## src/rtl/srg_pkg.sv

```systemverilog
package srg_pkg;
  typedef enum logic [1:0] {
    SRG_IDLE  = 2'd0,
    SRG_ARMED = 2'd1,
    SRG_CYCLE = 2'd2
  } srg_state_e;

  function automatic logic pin_protects(input logic wp_n, input logic wpen);
    return (!wp_n) && wpen;
  endfunction

  function automatic logic [7:0] merge_bits(input logic [7:0] old_v,
                                            input logic [7:0] new_v,
                                            input logic [7:0] mask);
    return (old_v & ~mask) | (new_v & mask);
  endfunction
endpackage

```

## src/rtl/srg_arbiter.sv

```systemverilog
module srg_arbiter
  import srg_pkg::*;
#(
  parameter int SR_W = 8
) (
  input  logic            clk,
  input  logic            rst_n,
  input  logic            cs_n,
  input  logic            cs_rise,
  input  logic            wp_n,
  input  logic            wpen,
  input  logic            wel,
  input  logic            wrsr_req,
  input  logic [SR_W-1:0] wrsr_data,
  input  logic            cycle_done,
  output logic            accept,
  output logic            cancel,
  output logic            start,
  output logic            in_cycle,
  output logic [SR_W-1:0] held_data
);
  srg_state_e state_q, state_d;
  logic       guard;

  assign guard  = pin_protects(wp_n, wpen);
  assign accept = (state_q == SRG_IDLE) && wrsr_req && !cs_n && wel && !guard;
  assign cancel = (state_q == SRG_ARMED) && !cs_n && guard;
  assign start  = (state_q == SRG_ARMED) && cs_rise;
  assign in_cycle = (state_q == SRG_CYCLE);

  always_comb begin
    state_d = state_q;
    case (state_q)
      SRG_IDLE:  if (accept) state_d = SRG_ARMED;
      SRG_ARMED: begin
        if (cancel)     state_d = SRG_IDLE;
        else if (start) state_d = SRG_CYCLE;
      end
      SRG_CYCLE: if (cycle_done) state_d = SRG_IDLE;
      default:   state_d = SRG_IDLE;
    endcase
  end

  always_ff @(posedge clk) begin
    if (!rst_n) begin
      state_q   <= SRG_IDLE;
      held_data <= '0;
    end else begin
      state_q <= state_d;
      if (accept) held_data <= wrsr_data;
    end
  end

  p_accept_unprotected_r5: assert property (@(posedge clk) disable iff (!rst_n)
    accept |-> !(!wp_n && wpen));
  p_accept_needs_latch_r2: assert property (@(posedge clk) disable iff (!rst_n)
    accept |-> wel);
  p_start_on_rise_r4: assert property (@(posedge clk) disable iff (!rst_n)
    start |-> (cs_n && $past(!cs_n)));
  p_cycle_no_cancel_r8: assert property (@(posedge clk) disable iff (!rst_n)
    in_cycle |-> !cancel && !accept);
endmodule

```

## src/rtl/srg_timer.sv

```systemverilog
module srg_timer #(
  parameter int WC_CYCLES = 500000
) (
  input  logic clk,
  input  logic rst_n,
  input  logic start,
  output logic busy,
  output logic done
);
  localparam int CW = $clog2(WC_CYCLES + 1);
  localparam logic [CW-1:0] LOAD = CW'(WC_CYCLES - 1);

  logic [CW-1:0] cnt_q;

  assign done = busy && (cnt_q == '0);

  always_ff @(posedge clk) begin
    if (!rst_n) begin
      busy  <= 1'b0;
      cnt_q <= '0;
    end else if (start && !busy) begin
      busy  <= 1'b1;
      cnt_q <= LOAD;
    end else if (done) begin
      busy <= 1'b0;
    end else if (busy) begin
      cnt_q <= cnt_q - 1'b1;
    end
  end

  p_count_bounded_r4: assert property (@(posedge clk) disable iff (!rst_n)
    busy |-> (cnt_q <= LOAD));
  p_count_moves_r4: assert property (@(posedge clk) disable iff (!rst_n)
    (busy && !done) |=> busy && (cnt_q == $past(cnt_q) - 1'b1));
endmodule

```

## src/rtl/srg_store.sv

```systemverilog
module srg_store
  import srg_pkg::*;
#(
  parameter int          SR_W    = 8,
  parameter logic [7:0]  WR_MASK = 8'h8C
) (
  input  logic            clk,
  input  logic            rst_n,
  input  logic            latch_set,
  input  logic            commit,
  input  logic [SR_W-1:0] commit_data,
  output logic [SR_W-1:0] stored,
  output logic            wel
);
  always_ff @(posedge clk) begin
    if (!rst_n) begin
      stored <= '0;
      wel    <= 1'b0;
    end else begin
      if (commit) begin
        stored <= merge_bits(stored, commit_data, WR_MASK);
        wel    <= 1'b0;
      end else if (latch_set) begin
        wel <= 1'b1;
      end
    end
  end

  p_hold_unless_commit_r8: assert property (@(posedge clk) disable iff (!rst_n)
    !commit |=> $stable(stored));
  p_latch_clears_r3: assert property (@(posedge clk) disable iff (!rst_n)
    commit |=> !wel);
  p_readonly_bits_r3: assert property (@(posedge clk) disable iff (!rst_n)
    ((stored & ~WR_MASK) == '0));
endmodule

```

## src/rtl/srg_top.sv

```systemverilog
module srg_top
  import srg_pkg::*;
#(
  parameter int         SR_W      = 8,
  parameter logic [7:0] WR_MASK   = 8'h8C,
  parameter int         WPEN_BIT  = 7,
  parameter int         WC_CYCLES = 500000
) (
  input  logic            clk,
  input  logic            rst_n,
  input  logic            cs_n,
  input  logic            wp_n,
  input  logic            wren_req,
  input  logic            wrsr_req,
  input  logic [SR_W-1:0] wrsr_data,
  output logic            busy,
  output logic [SR_W-1:0] status
);
  localparam int BUSY_BIT = 0;
  localparam int WEL_BIT  = 1;

  logic            cs_n_q;
  logic            cs_rise;
  logic            accept, cancel, start, in_cycle, done;
  logic            wel, latch_set;
  logic [SR_W-1:0] held_data, stored;

  always_ff @(posedge clk) begin
    if (!rst_n) cs_n_q <= 1'b1;
    else        cs_n_q <= cs_n;
  end

  assign cs_rise   = cs_n && !cs_n_q;
  assign latch_set = wren_req && !cs_n && !busy;

  srg_arbiter #(.SR_W(SR_W)) u_arb (
    .clk(clk), .rst_n(rst_n), .cs_n(cs_n), .cs_rise(cs_rise), .wp_n(wp_n),
    .wpen(stored[WPEN_BIT]), .wel(wel), .wrsr_req(wrsr_req),
    .wrsr_data(wrsr_data), .cycle_done(done), .accept(accept),
    .cancel(cancel), .start(start), .in_cycle(in_cycle), .held_data(held_data)
  );

  srg_timer #(.WC_CYCLES(WC_CYCLES)) u_tmr (
    .clk(clk), .rst_n(rst_n), .start(start), .busy(busy), .done(done)
  );

  srg_store #(.SR_W(SR_W), .WR_MASK(WR_MASK)) u_st (
    .clk(clk), .rst_n(rst_n), .latch_set(latch_set), .commit(done),
    .commit_data(held_data), .stored(stored), .wel(wel)
  );

  always_comb begin
    status           = stored;
    status[BUSY_BIT] = busy;
    status[WEL_BIT]  = wel;
  end

  p_busy_tracks_fsm_r4: assert property (@(posedge clk) disable iff (!rst_n)
    busy == in_cycle);
  p_no_cycle_without_start_r7: assert property (@(posedge clk) disable iff (!rst_n)
    (!busy && !start) |=> !busy);
  p_latch_set_visible_r10: assert property (@(posedge clk) disable iff (!rst_n)
    (latch_set && !done) |=> status[WEL_BIT]);
endmodule

```

## config.mk

```make
export PLATFORM = sky130hd
export DESIGN_NAME = srg_top
export DESIGN_NICKNAME = d
export VERILOG_FILES = /design/src/rtl/srg_pkg.sv /design/src/rtl/srg_arbiter.sv /design/src/rtl/srg_timer.sv /design/src/rtl/srg_store.sv /design/src/rtl/srg_top.sv
export SDC_FILE = /design/constraint.sdc
export NUM_CORES = 1
export LEC_CHECK = 0
export ABC_AREA = 1
export ABC_CLOCK_PERIOD_IN_PS = 1880
export CAP_MARGIN = 10
export CORE_MARGIN = 2
export CORE_UTILIZATION = 35
export CTS_CLUSTER_SIZE = 8
export DETAILED_ROUTE_END_ITERATION = 16
export GPL_TIMING_DRIVEN = 0
export PLACE_DENSITY = 0.61
export SETUP_SLACK_MARGIN = 0.1
export SYNTH_ARGS = -nofsm -noshare
export SYNTH_HDL_FRONTEND = slang
export SYNTH_SLANG_ARGS = --single-unit
```

## constraint.sdc

```tcl
create_clock -name clk -period 1.88 [get_ports clk]
set_clock_uncertainty 0.05 [all_clocks]
set_input_delay 0.376 -clock clk [delete_from_list [all_inputs] [get_ports clk]]
set_output_delay 0.376 -clock clk [all_outputs]
set_load 0.01 [all_outputs]
```

---- Word level (Yosys, flattened, before mapping) ----
Index checks and enable logic that the tools add are counted.
word-level totals
  register bits ........................... 40
  bits in latches ......................... 0
  RAM bits ................................ 0
  ROM bits ................................ 0
  output and inout bits ................... 9
  word-level logic and storage cells ...... 55
  memories ................................ 0
operators by class
  add/subtract/negate cells ............... 1
  multipliers ............................. 0
  div/mod/pow operators ................... 0
  magnitude comparators ................... 0
  equality and inequality tests ........... 6
  shift operators ......................... 0
  mux-type cells .......................... 10
  bitwise operators ....................... 3
  reduce and logical (&&, ||, !) cells .... 27
operators by type and width
  operator                 count
  $mux W19                 3
  $logic_not A19 Y1        1
  $sub A19 B1 Y19 const B  1
  $logic_and A1 B1 Y1      13
  $mux W2                  4
  $or A7 B8 Y8             1
  $pmux W2 S3              1
  $logic_not A1 Y1         5
  $ne A2 B1 Y1 const B     2
  $reduce_and A2 Y1        2
  $reduce_bool A2 Y1       2
  $reduce_or A2 Y1         2
  $ne A3 B2 Y1 const B     1
  $reduce_and A3 Y1        1
  $eq A2 B1 Y1 const B     1
  $eq A2 B2 Y1 const B     1
  $logic_not A2 Y1         1
  $mux W1                  2
  $ne A2 B2 Y1 const B     1
  $not A1 Y1               2

---- Logic depth before layout (Yosys ltp) ----
  depth after elaboration ................. 7
  mapped depth ............................ 13
  mapped depth without buffers ............ 13

---- Hierarchy ----
Synthesis repeated with hierarchy kept, for this count alone.
unflattened totals
  cells, all modules ...................... 315
  area total of the unflattened synthesis .. 2,028.2 µm²
modules (own cells, without submodules)
  module       times used  cells an instance  area an instance (µm²)  seq. area each (µm²)
  srg_timer    1           212                1,323.8                 400.4
  srg_arbiter  1           66                 452.9                   200.2
  srg_store    1           29                 192.7                   80.1
  srg_top      1           8                  58.8                    20.0

---- Worst setup path before layout ----
Ideal clock, no wire load.
  kind .................................... register to register
  start ................................... register u_tmr.cnt_q[0]
  end ..................................... register u_tmr.cnt_q[18]
  library setup time ...................... 0.109 ns
  arrival ................................. 1.416 ns
  slack ................................... 0.305 ns
  stages on the path, launching flop included .. 13
  period minus slack after synthesis ...... 1.575 ns
  cell sequence ........................... dfxtp_1 -> inv_1 -> ha_1 -> inv_1 -> nor2_1 -> nand2_1 -> nor2_2 -> nand3_4 -> buf_2 -> nand4_1 -> nand3_1 -> nand2_1 -> inv_1
on the way
  cells in the longest elaborated chain, start to end .. 4
RTL lines
  element                                               line                              RTL
  start: declaration                                    srg_timer.sv:13                   logic [CW-1:0] cnt_q;
  start signal: assignment                              srg_timer.sv:27                   cnt_q <= cnt_q - 1'b1;
  $sub A19 B1 Y19 or $logic_not A19 Y1 (tied branches)  srg_timer.sv:27, srg_timer.sv:15
  $mux W19 or $logic_and A1 B1 Y1 (tied branches)       srg_timer.sv:26, srg_timer.sv:15
  $mux W19 or $ne A2 B1 Y1 (tied branches)              --
  $mux W19 or $reduce_and A2 Y1 (tied branches)         --
Parallel ways exist; a longest one is shown, timed or not. The select of a mux whose other input is x is not followed.
A chain may end at the register's enable or synchronous reset.

---- Worst setup path in the final report ----
  start ................................... register u_st.stored[7]
  end ..................................... output port status[7]
RTL lines
  element                   line             RTL
  start: declaration        srg_store.sv:12  output logic [SR_W-1:0] stored,
  start signal: assignment  srg_store.sv:21  stored <= merge_bits(stored, commit_data, WR_MASK);
  end: declaration          srg_top.sv:17    output logic [SR_W-1:0] status
No word-level cell between the ends.

==> impl_metrics.prom <==
# TYPE chip_impl_metric gauge
chip_impl_metric{name="syn_area",unit="µm²"} 1730
chip_impl_metric{name="num_antenna_cells",unit=""} 0
chip_impl_metric{name="worst-path-max-fanout",unit=""} 3
chip_impl_metric{name="setup_viol_count_final",unit=""} 0
chip_impl_metric{name="core.rowCount",unit=""} 25
chip_impl_metric{name="max-vdd-ir-drop",unit="V"} 0.0003755
chip_impl_metric{name="synthDominantCellAreaShare",unit=""} 0.3471
chip_impl_info{name="unrepaired_setup_endpoints_after_global_routing",value="yes"} 1
chip_impl_metric{name="io_pins",unit=""} 23
chip_impl_metric{name="crit_required",unit="ns"} 1.45
chip_impl_metric{name="maxClockFrequency",unit="MHz"} 585.0
chip_impl_info{name="cp_cell_sequence",value="buf_4 -> clkdlybuf4s50_1"} 1
chip_impl_metric{name="syn2layout_area_growth",unit="%"} 23.79
chip_impl_metric{name="rrSetupSlack",unit="ns"} 0.19
chip_impl_metric{name="finish.utilization",unit=""} 0.4505
chip_impl_metric{name="multi_input_comb_area",unit="µm²"} 927.1
chip_impl_info{name="critical_path.top_delay_family",value="buffers and inverters"} 1
chip_impl_metric{name="final.hold.worst_slack",unit="ns"} 0.4090
chip_impl_metric{name="synth_cell_type_count",unit=""} 26
chip_impl_metric{name="vias_in_the_first_global_route",unit=""} 1524
chip_impl_info{name="worst-setup-path-type",value="flip-flop to output port"} 1
chip_impl_metric{name="via_count",unit=""} 1661
chip_impl_metric{name="clk-insertion-delay-late",unit="ns"} 0.28
chip_impl_metric{name="die_h",unit="µm"} 74.32
chip_impl_info{name="end_kind",value="output port"} 1
chip_impl_metric{name="clock_sink_count",unit=""} 30
chip_impl_metric{name="globalRouteTotalUtil",unit=""} 0.1596
chip_impl_info{name="tritoncts",value="done"} 1
chip_impl_info{name="holdCritStartpoint",value="u_arb.held_data[3]"} 1
chip_impl_metric{name="die_w",unit="µm"} 74.32
chip_impl_info{name="outcome",value="finished clean"} 1
chip_impl_info{name="synth_top_cells_by_area",value="sky130_fd_sc_hd__dfxtp_1 35%, sky130_fd_sc_hd__nand2_1 14%, sky130_fd_sc_hd__nor2_1 9.3%, sky130_fd_sc_hd__inv_1 8.5%, sky130_fd_sc_hd__nand3_1 6.7%"} 1
chip_impl_metric{name="initial_utilization",unit=""} 0.3639
chip_impl_metric{name="design_power_total",unit="mW"} 1.269
chip_impl_metric{name="syn-mean-instance-area",unit="µm²"} 6.338
chip_impl_metric{name="final_count_of_pins_violating_max_slew",unit=""} 0
chip_impl_metric{name="power_density",unit="nW/µm²"} 592.2
chip_impl_metric{name="floorplan.die_area",unit="µm²"} 5523
chip_impl_metric{name="place.port_buffers",unit=""} 14
chip_impl_metric{name="netlist_instances",unit=""} 273
chip_impl_metric{name="routed_wire_length_per_instance",unit="µm"} 10.57
chip_impl_metric{name="ys_seq_elements",unit=""} 30
chip_impl_metric{name="post_layout_net_count",unit=""} 316
chip_impl_info{name="cp-startpoint",value="u_st.stored[7]"} 1
chip_impl_metric{name="cts_buffers",unit=""} 5
chip_impl_info{name="clk_root_buffer_cell",value="sky130_fd_sc_hd__clkbuf_8"} 1
chip_impl_info{name="synth.largest_area_cell",value="sky130_fd_sc_hd__dfxtp_1"} 1
chip_impl_metric{name="worst_path_largest_cell_delay",unit="ns"} 0.52
chip_impl_metric{name="clk_transition_reported_paths",unit="ns"} 0.06
chip_impl_metric{name="worst-endpoint-arrival",unit="ns"} 1.28
chip_impl_metric{name="post-route-worst-setup-slack",unit="ns"} 0.1706
chip_impl_metric{name="proportion_of_synthesized_chip_area_in_sequential_cells",unit=""} 0.3471
chip_impl_metric{name="clockBufferDepth",unit=""} 2
chip_impl_metric{name="grt-ovfl-total",unit=""} 0
chip_impl_metric{name="detailed_routing_iterations_pass_1",unit=""} 5
chip_impl_metric{name="cap_viol_max_count",unit=""} 0
chip_impl_metric{name="critPathBufInv",unit=""} 2
chip_impl_metric{name="hold_viol_final",unit=""} 0
chip_impl_info{name="regToRegStartpoint",value="u_tmr.cnt_q[1]"} 1
chip_impl_metric{name="totalWireLength",unit="µm"} 3881
chip_impl_metric{name="finalCritPeriodShare",unit=""} 0.9092
chip_impl_metric{name="grt_antenna_before_repair",unit=""} 0
chip_impl_metric{name="cts-hold-fix-buffers",unit=""} 0
chip_impl_metric{name="final.fill_count",unit=""} 502
chip_impl_metric{name="pre_cts_slack",unit="ns"} -0.02166
chip_impl_info{name="min_path_type",value="flip-flop to flip-flop"} 1
chip_impl_metric{name="area.sequential",unit="µm²"} 603.1
chip_impl_metric{name="avgViaCountPerCell",unit=""} 4.526
chip_impl_metric{name="pin_count_of_the_biggest_net_entering_global_routing",unit=""} 11
chip_impl_metric{name="drt.antenna.violating_nets",unit=""} 0
chip_impl_metric{name="detailedRoute.firstIterationViolations",unit=""} 50
chip_impl_info{name="crit_path_top_delay_cell",value="sky130_fd_sc_hd__clkdlybuf4s50_1"} 1
chip_impl_metric{name="dp_hpwl",unit="µm"} 2893
chip_impl_metric{name="grt_first_pass_wirelength",unit="µm"} 6741
chip_impl_metric{name="finalCriticalPeriod",unit="ns"} 1.709
chip_impl_metric{name="total_leakage_power",unit="nW"} 1.071
chip_impl_info{name="setup_crit_start_kind",value="flip-flop"} 1
chip_impl_metric{name="fp.coreArea",unit="µm²"} 4755
chip_impl_metric{name="drive_gt1_frac",unit=""} 0.1333
chip_impl_metric{name="number_of_warnings_issued_by_yosys",unit=""} 0
chip_impl_metric{name="htreeDepth",unit=""} 2
chip_impl_metric{name="finalWeightedCongestion",unit=""} 0.8059
chip_impl_metric{name="drc",unit=""} 0
## cell families (layout without fill, tap and decap cells)
logic type                 count (synthesis)  after routing  share of synthesized area
AOI/OAI and AO/OA                         27             27                    0.08388
xor gates and xnor gates                   6              6                    0.03037
adders and majority gates                  2              2                    0.01446
buffers and inverters                     56             81                     0.1410
DFF                                       30             30                     0.3471
other                                      1              3                   0.002167
and+or+nand+nor                          151            151                     0.3810
## timing repair
item                       4_1_cts  5_1_grt
gates resized for setup          1       16
setup endpoints to repair        2       23
buffers inserted                 0        2
gates cloned                     0        2
pin swaps                        0        4
## area by class of cell
| class | count | area share |
|---|---|---|
| clock buffer | 5 | 0.03213 |
| sequential | 30 | 0.2815 |
| timing repair buffer | 18 | 0.08820 |
| multi-input combinational | 189 | 0.4328 |
| clock inverter | 2 | 0.004673 |
| tap | 67 | 0.03914 |
| inverter | 44 | 0.07944 |
| buffer | 12 | 0.04206 |
## per-stage QoR
step                      instances  cell area, µm²  setup TNS, ns
final                           367            2142              0
after global routing            367            2142              0
after global placement          356            1962       -0.04632
after CTS                       363            2043              0
after floorplan                 275            1738              0
after detailed placement        356            1962       -0.06296
## flip-flops by register name, summed over array words and instances, names as in the netlist
register / count
cs_n_q: 1
u_arb.held_data: 3
u_arb.state_q: 2
u_st.stored: 3
u_st.wel: 1
u_tmr.busy: 1
u_tmr.cnt_q: 19
## routing by layer
layer  global-route usage  vias to the layer above  part of all wire
met2               0.2510                       24              0.44
met3              0.04065                        6             0.037
met4              0.04167                        0             0.014
met5                    0                        -                 0
li1                     -                      899                 -
met1               0.2196                      732              0.51
## cell usage after synthesis, drive strengths merged
| library cell | instances |
|---|---|
| dfxtp | 30 |
| inv | 44 |
| a31oi | 3 |
| a21oi | 12 |
| nand3 | 24 |
| nor3 | 4 |
| nand3b | 2 |
| buf | 12 |
| o21ai | 9 |
| xor2 | 6 |
| o21bai | 1 |
| nor2 | 48 |
| o211ai | 1 |
| o22ai | 1 |
| conb | 1 |
| ha | 2 |
| nand4 | 7 |
| nand2 | 66 |
## power breakdown
group          internal [mW]  switching, mW  leakage [nW]  total (mW)
Sequential             0.644        0.00531         0.243       0.649
Clock                  0.248          0.244        0.0438       0.492
Combinational         0.0571         0.0697         0.783       0.127
Total                  0.949          0.319          1.07        1.27
## layout by cell type, fill, tap and decap left out, types with 2 or more instances in the layout
cell and count:
sky130_fd_sc_hd__nor2_1 42, sky130_fd_sc_hd__clkbuf_8 5, sky130_fd_sc_hd__a31oi_1 3, sky130_fd_sc_hd__clkinv_2 2
sky130_fd_sc_hd__nand2_1 65, sky130_fd_sc_hd__inv_4 2, sky130_fd_sc_hd__nand3b_1 2, sky130_fd_sc_hd__buf_6 2
sky130_fd_sc_hd__nand3_1 23, sky130_fd_sc_hd__dfxtp_2 2, sky130_fd_sc_hd__inv_2 5, sky130_fd_sc_hd__o21ai_1 4
sky130_fd_sc_hd__a21oi_1 12, sky130_fd_sc_hd__inv_1 37, sky130_fd_sc_hd__buf_4 7, sky130_fd_sc_hd__clkdlybuf4s50_1 14
sky130_fd_sc_hd__nand4_1 7, sky130_fd_sc_hd__o21ai_0 5, sky130_fd_sc_hd__dfxtp_1 28, sky130_fd_sc_hd__buf_2 3
sky130_fd_sc_hd__nor3_1 4, sky130_fd_sc_hd__conb_1 3, sky130_fd_sc_hd__nor2_2 4, sky130_fd_sc_hd__xor2_1 6
sky130_fd_sc_hd__nor2_4 2
## tightest hold or removal path, delay by kind of cell, from the launching register on
kind	cells	cell delay, ns
compound gates	1	0.06
buf+inv	1	0.06
flops	1	0.30
## final timing paths
path | to | cells after the start
worst min register to register | u_arb.held_data[3] | 2
worst min-delay path | u_arb.held_data[3] | 2
worst max-delay path | status[7] | 2
worst max register to register | u_tmr.cnt_q[13] | 12
Note: power is estimated with default switching activity, not from simulation.
